$ cat config.mk
export PLATFORM = sky130hd
export DESIGN_NAME = dma_burst_planner
export DESIGN_NICKNAME = d
export VERILOG_FILES = /design/src/rtl/dmab_pkg.sv /design/src/rtl/dmab_size_calc.sv /design/src/rtl/dmab_ctrl.sv /design/src/rtl/dma_burst_planner.sv
export SDC_FILE = /design/constraint.sdc
export NUM_CORES = 1
export LEC_CHECK = 0
export BUFFER_PORTS_ARGS = -buffer_cell sky130_fd_sc_hd__buf_2
export CORE_MARGIN = 1.5
export CORE_UTILIZATION = 55
export DETAILED_ROUTE_END_ITERATION = 8
export PLACE_DENSITY = 0.8
export REMOVE_ABC_BUFFERS = 1
export SYNTH_ARGS = -nofsm -noshare
export SYNTH_HDL_FRONTEND = slang
export SYNTH_HIERARCHICAL = 1
export SYNTH_SLANG_ARGS = --single-unit
$ cat constraint.sdc
create_clock -name clk -period 5.57 [get_ports clk]
set_input_delay 1.114 -clock clk [delete_from_list [all_inputs] [get_ports clk]]
set_output_delay 1.114 -clock clk [all_outputs]
set_load 0.02 [all_outputs]
$ cat src/rtl/dmab_pkg.sv
package dmab_pkg;

    typedef enum logic [1:0] {
        ST_IDLE  = 2'd0,
        ST_ISSUE = 2'd1,
        ST_WAIT  = 2'd2
    } dmab_state_e;

endpackage

$ cat src/rtl/dmab_size_calc.sv
module dmab_size_calc #(
    parameter int ADDR_W    = 32,
    parameter int LEN_W     = 16,
    parameter int MAX_BURST = 8,
    localparam int OFF_W    = $clog2(MAX_BURST),
    localparam int BLEN_W   = OFF_W + 1
) (
    input  logic [ADDR_W-1:0] cur_addr,
    input  logic [LEN_W-1:0]  remain,
    output logic [BLEN_W-1:0] burst_len,
    output logic              burst_last
);

    logic [OFF_W-1:0]  word_off;
    logic [BLEN_W-1:0] room;

    // Words left before the next MAX_BURST-word boundary
    always_comb begin
        word_off = cur_addr[OFF_W+1:2];
        room     = BLEN_W'(MAX_BURST) - {1'b0, word_off};
        if (remain <= LEN_W'(room)) begin
            burst_len  = remain[BLEN_W-1:0];
            burst_last = 1'b1;
        end else begin
            burst_len  = room;
            burst_last = 1'b0;
        end
    end

endmodule

$ cat src/rtl/dmab_ctrl.sv
module dmab_ctrl
    import dmab_pkg::*;
#(
    parameter int ADDR_W    = 32,
    parameter int LEN_W     = 16,
    parameter int MAX_BURST = 8,
    localparam int OFF_W    = $clog2(MAX_BURST),
    localparam int BLEN_W   = OFF_W + 1
) (
    input  logic              clk,
    input  logic              rst_n,
    input  logic              desc_valid,
    output logic              desc_ready,
    input  logic [ADDR_W-1:0] desc_addr,
    input  logic [LEN_W-1:0]  desc_len,
    input  logic              desc_swap,
    output logic              bst_valid,
    input  logic              bst_ready,
    output logic [ADDR_W-1:0] bst_addr,
    output logic              bst_swap,
    input  logic              bst_done,
    output logic              done,
    output logic [ADDR_W-1:0] cur_addr,
    output logic [LEN_W-1:0]  cur_remain,
    input  logic [BLEN_W-1:0] burst_len,
    input  logic              burst_last
);

    typedef struct packed {
        dmab_state_e       state;
        logic [ADDR_W-1:0] addr;
        logic [LEN_W-1:0]  rem;
        logic              swap;
        logic              last;
        logic              done;
    } regs_t;

    regs_t r_q, r_d;

    always_comb begin
        r_d      = r_q;
        r_d.done = 1'b0;
        case (r_q.state)
            ST_IDLE: begin
                if (desc_valid) begin
                    r_d.addr = {desc_addr[ADDR_W-1:2], 2'b00};
                    r_d.rem  = desc_len;
                    r_d.swap = desc_swap;
                    if (desc_len == '0) begin
                        r_d.done = 1'b1;
                    end else begin
                        r_d.state = ST_ISSUE;
                    end
                end
            end
            ST_ISSUE: begin
                if (bst_ready) begin
                    r_d.addr  = r_q.addr + (ADDR_W'(burst_len) << 2);
                    r_d.rem   = r_q.rem - LEN_W'(burst_len);
                    r_d.last  = burst_last;
                    r_d.state = ST_WAIT;
                end
            end
            ST_WAIT: begin
                if (bst_done) begin
                    if (r_q.last) begin
                        r_d.done  = 1'b1;
                        r_d.state = ST_IDLE;
                    end else begin
                        r_d.state = ST_ISSUE;
                    end
                end
            end
            default: r_d.state = ST_IDLE;
        endcase
    end

    always_ff @(posedge clk or negedge rst_n) begin
        if (!rst_n) begin
            r_q <= '{state: ST_IDLE, addr: '0, rem: '0, swap: 1'b0, last: 1'b0, done: 1'b0};
        end else begin
            r_q <= r_d;
        end
    end

    assign desc_ready = (r_q.state == ST_IDLE);
    assign bst_valid  = (r_q.state == ST_ISSUE);
    assign bst_addr   = r_q.addr;
    assign bst_swap   = r_q.swap;
    assign done       = r_q.done;
    assign cur_addr   = r_q.addr;
    assign cur_remain = r_q.rem;

    // length in range
    a_r1_len_range: assert property (@(posedge clk) disable iff (!rst_n)
        bst_valid |-> (burst_len != '0) && (burst_len <= BLEN_W'(MAX_BURST)));

    // a burst never crosses a MAX_BURST boundary
    a_r2_no_cross: assert property (@(posedge clk) disable iff (!rst_n)
        bst_valid |-> ((32'(r_q.addr[OFF_W+1:2]) + 32'(burst_len)) <= 32'(MAX_BURST)));

    // command held while stalled
    a_r6_hold: assert property (@(posedge clk) disable iff (!rst_n)
        (bst_valid && !bst_ready) |=> bst_valid && $stable(bst_addr)
                                      && $stable(burst_len) && $stable(bst_swap));

    // taking the last burst drains the count
    a_r4_last_drains: assert property (@(posedge clk) disable iff (!rst_n)
        (bst_valid && bst_ready && burst_last) |=> (cur_remain == '0));

    // empty descriptor completes at once
    a_r8_zero_done: assert property (@(posedge clk) disable iff (!rst_n)
        (desc_valid && desc_ready && desc_len == '0) |=> done && !bst_valid);

endmodule

$ cat src/rtl/dma_burst_planner.sv
module dma_burst_planner #(
    parameter int ADDR_W    = 32,
    parameter int LEN_W     = 16,
    parameter int MAX_BURST = 8,
    localparam int OFF_W    = $clog2(MAX_BURST),
    localparam int BLEN_W   = OFF_W + 1
) (
    input  logic              clk,
    input  logic              rst_n,
    input  logic              desc_valid,
    output logic              desc_ready,
    input  logic [ADDR_W-1:0] desc_addr,
    input  logic [LEN_W-1:0]  desc_len,
    input  logic              desc_swap,
    output logic              bst_valid,
    input  logic              bst_ready,
    output logic [ADDR_W-1:0] bst_addr,
    output logic [BLEN_W-1:0] bst_len,
    output logic              bst_swap,
    output logic              bst_last,
    input  logic              bst_done,
    output logic              done
);

    logic [ADDR_W-1:0] cur_addr;
    logic [LEN_W-1:0]  cur_remain;
    logic [BLEN_W-1:0] burst_len;
    logic              burst_last;

    dmab_size_calc #(
        .ADDR_W    (ADDR_W),
        .LEN_W     (LEN_W),
        .MAX_BURST (MAX_BURST)
    ) u_size (
        .cur_addr   (cur_addr),
        .remain     (cur_remain),
        .burst_len  (burst_len),
        .burst_last (burst_last)
    );

    dmab_ctrl #(
        .ADDR_W    (ADDR_W),
        .LEN_W     (LEN_W),
        .MAX_BURST (MAX_BURST)
    ) u_ctrl (
        .clk        (clk),
        .rst_n      (rst_n),
        .desc_valid (desc_valid),
        .desc_ready (desc_ready),
        .desc_addr  (desc_addr),
        .desc_len   (desc_len),
        .desc_swap  (desc_swap),
        .bst_valid  (bst_valid),
        .bst_ready  (bst_ready),
        .bst_addr   (bst_addr),
        .bst_swap   (bst_swap),
        .bst_done   (bst_done),
        .done       (done),
        .cur_addr   (cur_addr),
        .cur_remain (cur_remain),
        .burst_len  (burst_len),
        .burst_last (burst_last)
    );

    assign bst_len  = burst_len;
    assign bst_last = burst_last;

    // swap flag held for a whole descriptor
    a_r10_swap_steady: assert property (@(posedge clk) disable iff (!rst_n)
        (!desc_ready && !done) |=> $stable(bst_swap));

endmodule

==> flow_summary.yaml <==
outcome:
  status: "complete, no violations"
detailed_routing:
  dr_total_vias: 3906
  ant_nets: 0
  first_iter_violations: 320
  wl_mm: 10.7
  drt_pass1_iterations: 5
  avgRoutedWirePerCell_um: 17.4
  route.detailed.drc: 0
  viasPerCell: 6.34
worst_hold_path:
  worstHoldEndpoint: "u_ctrl/bst_swap$_DFFE_PN0P_"
  hold_depth: 2
  hold_class: "reg2reg"
  hold_start: "u_ctrl/bst_swap$_DFFE_PN0P_"
yosys:
  syn_area_per_cell_um2: 8.08
  synthCells: 497
  synth_warnings: 6
  netlist_area_um2: 4010
power:
  power.leakage_uw: 0.00193
  pwr-share-seq: 0.262
  ir_drop_uv: 263
  p_total_uw: 2910
  p_int_uw: 1370
  combPwrFrac: 0.642
  p_switching_uw: 1540
  clkPwrFrac: 0.096
  power.density_nw_per_um2: 685
  swShare: 0.529
timing:
  rsz0062_at_grt: "no"
  fin_crit_sh: 0.792
  timing.fmax_ghz: 0.227
  period_minus_slack_ns: 4.41
  timing.setup.tns_ns: 0
  finClkSkew_ns: 0.0107
  maxSlewViolCount: 0
  worstMarginPinSlew_ns: 0.904
  slew_headroom: 0.398
  hold_viol: 0
  setup-violations-final: 0
global_routing:
  grt_usage: 0.277
  overflow: 0
  grt_pass1_vias: 3597
  grt_first_pass_wirelength_mm: 17.1
  grt_antenna_before_repair: 0
  grt_max_degree: 52
critical_path:
  cp_num_buf_inv: 1
  cp-start-kind: "flip-flop"
  critPathRequiredTime_ns: 5.82
  rr_startpoint: "u_ctrl/bst_addr[3]$_DFFE_PN0P_"
  crit_family: "simple AND/OR/NAND/NOR gates"
  crit_chain: "inv_1 -> ha_1 -> xor2_1 -> ha_1 -> nand4_1 -> o31ai_1 -> o31ai_2 -> mux2i_1 -> ha_1 -> fa_1 -> a211oi_1 -> or2_1 -> or3_4 -> or4_1 -> nand3_1"
  r2r_slack_ns: 1.16
  cpPeakStageDelay_ns: 0.50
  cp_slowest_cell: "or4_1"
  arrival_ns: 4.66
  worstSetupPathType: "reg2reg"
  worstRegToRegCells: 15
  reg2reg_to: "u_ctrl/bst_addr[30]$_DFFE_PN0P_"
  end_kind: "flip-flop"
  crit_fanout: 9
  cpMostUsedCell: "ha_1"
floorplan:
  initial_core_util: 0.581
  core_um2: 6910
  num_rows: 30
  die_area_um2: 7820
  chipHeight_um: 88.4
  io_pins: 95
  die_w_um: 88.4
layout:
  layout_commonest_cell: "buf_2"
  drive_above_1_share: 0.215
  layout.nets: 588
  final_cell_mix: "buf_2 (90), dfrtp_1 (51), nand2_1 (38)"
  final_core_utilization: 0.615
  insertedDiodeCount: 0
  syn_to_final_growth_pct: 5.80
placed_design:
  dp_hpwl_mm: 7.35
  routabilityCongestion: 0.917
  portBuffers: 90
clock_network:
  cts_buffer_depth: 2
  htreeDepth: 2
  hold_buffers: 0
  post_cts_buffers: 0
  cts_num_sinks: 51
  cts_made_buffers: 5
  insertion_delay_ns: 0.31
  cts-root-buf: "clkbuf_8"
  path_clk_slew_ns: 0.10
  ctsResizeCount: 0
  cts_tree: "done"
flow_run:
  cap_violations: 0
[metrics by stage]
stage	std cells	area [um^2]	worst slack (ns)	hold slack [ns]
2_1_floorplan	416	3500	1.23	0.463
3_3_place_gp	608	4130	1.34	0.462
3_5_place_dp	608	4130	1.26	0.469
4_1_cts	616	4250	1.21	0.496
5_1_grt	616	4250	0.813	0.538
6_report	616	4250	1.16	0.495
[sequential cells by signal (all words and copies together) (netlist names)]
signal and count:
u_ctrl/r_q 3, u_ctrl/done 1, u_ctrl/bst_swap 1, u_ctrl/cur_remain 16, u_ctrl/bst_addr 30
[worst max-delay path by stage]
stage | to | depth (start not counted) | slack [ns] | start
2_1_floorplan | u_ctrl/bst_addr[30]$_DFFE_PN0P_ | 15 | 1.23 | u_ctrl/bst_addr[2]$_DFFE_PN0P_
3_3_place_gp | u_ctrl/bst_addr[26]$_DFFE_PN0P_ | 15 | 1.34 | u_ctrl/bst_addr[2]$_DFFE_PN0P_
3_5_place_dp | u_ctrl/bst_addr[26]$_DFFE_PN0P_ | 15 | 1.26 | u_ctrl/bst_addr[3]$_DFFE_PN0P_
4_1_cts | u_ctrl/bst_addr[30]$_DFFE_PN0P_ | 15 | 1.21 | u_ctrl/bst_addr[3]$_DFFE_PN0P_
5_1_grt | u_ctrl/cur_remain[15]$_DFFE_PN0P_ | 15 | 0.81 | u_ctrl/bst_addr[3]$_DFFE_PN0P_
6_report | u_ctrl/bst_addr[30]$_DFFE_PN0P_ | 15 | 1.16 | u_ctrl/bst_addr[3]$_DFFE_PN0P_
[power groups by stage]
| stage | Sequential [uW] | Combinational, uW | Clock (uW) |
|---|---|---|---|
| finish | 763 | 1870 | 280 |
| global route | 796 | 2050 | 301 |
| CTS | 758 | 1840 | 287 |
| detailed placement | 765 | 1820 | 0 |
| global placement | 756 | 1760 | 0 |
| floorplan | 846 | 1180 | 0 |
[worst min-delay path, stage by stage (launching register included)]
cell and delay, ns:
dfrtp_1 0.36, nand2_1 0.05, nand2_1 0.06
[layer usage]
metal  part of all wire  wire length (um)  vias up  GRT usage
met5                  0                 0        -          0
met4              0.018               190        0      0.116
met3              0.076               817       23     0.0261
met2               0.49              5240      201      0.452
met1               0.42              4500     1853      0.379
li1                   -                 -     1829          -
[cell type report]
class | instances | area (um^2)
multi-input combinational | 343 | 2150
clock buffer | 6 | 82.6
inverter | 22 | 82.6
fill | 656 | 2660
timing repair buffer | 96 | 495
tap | 96 | 120
sequential | 51 | 1280
clock inverter | 2 | 38.8
(Power assumes the default switching activity.)
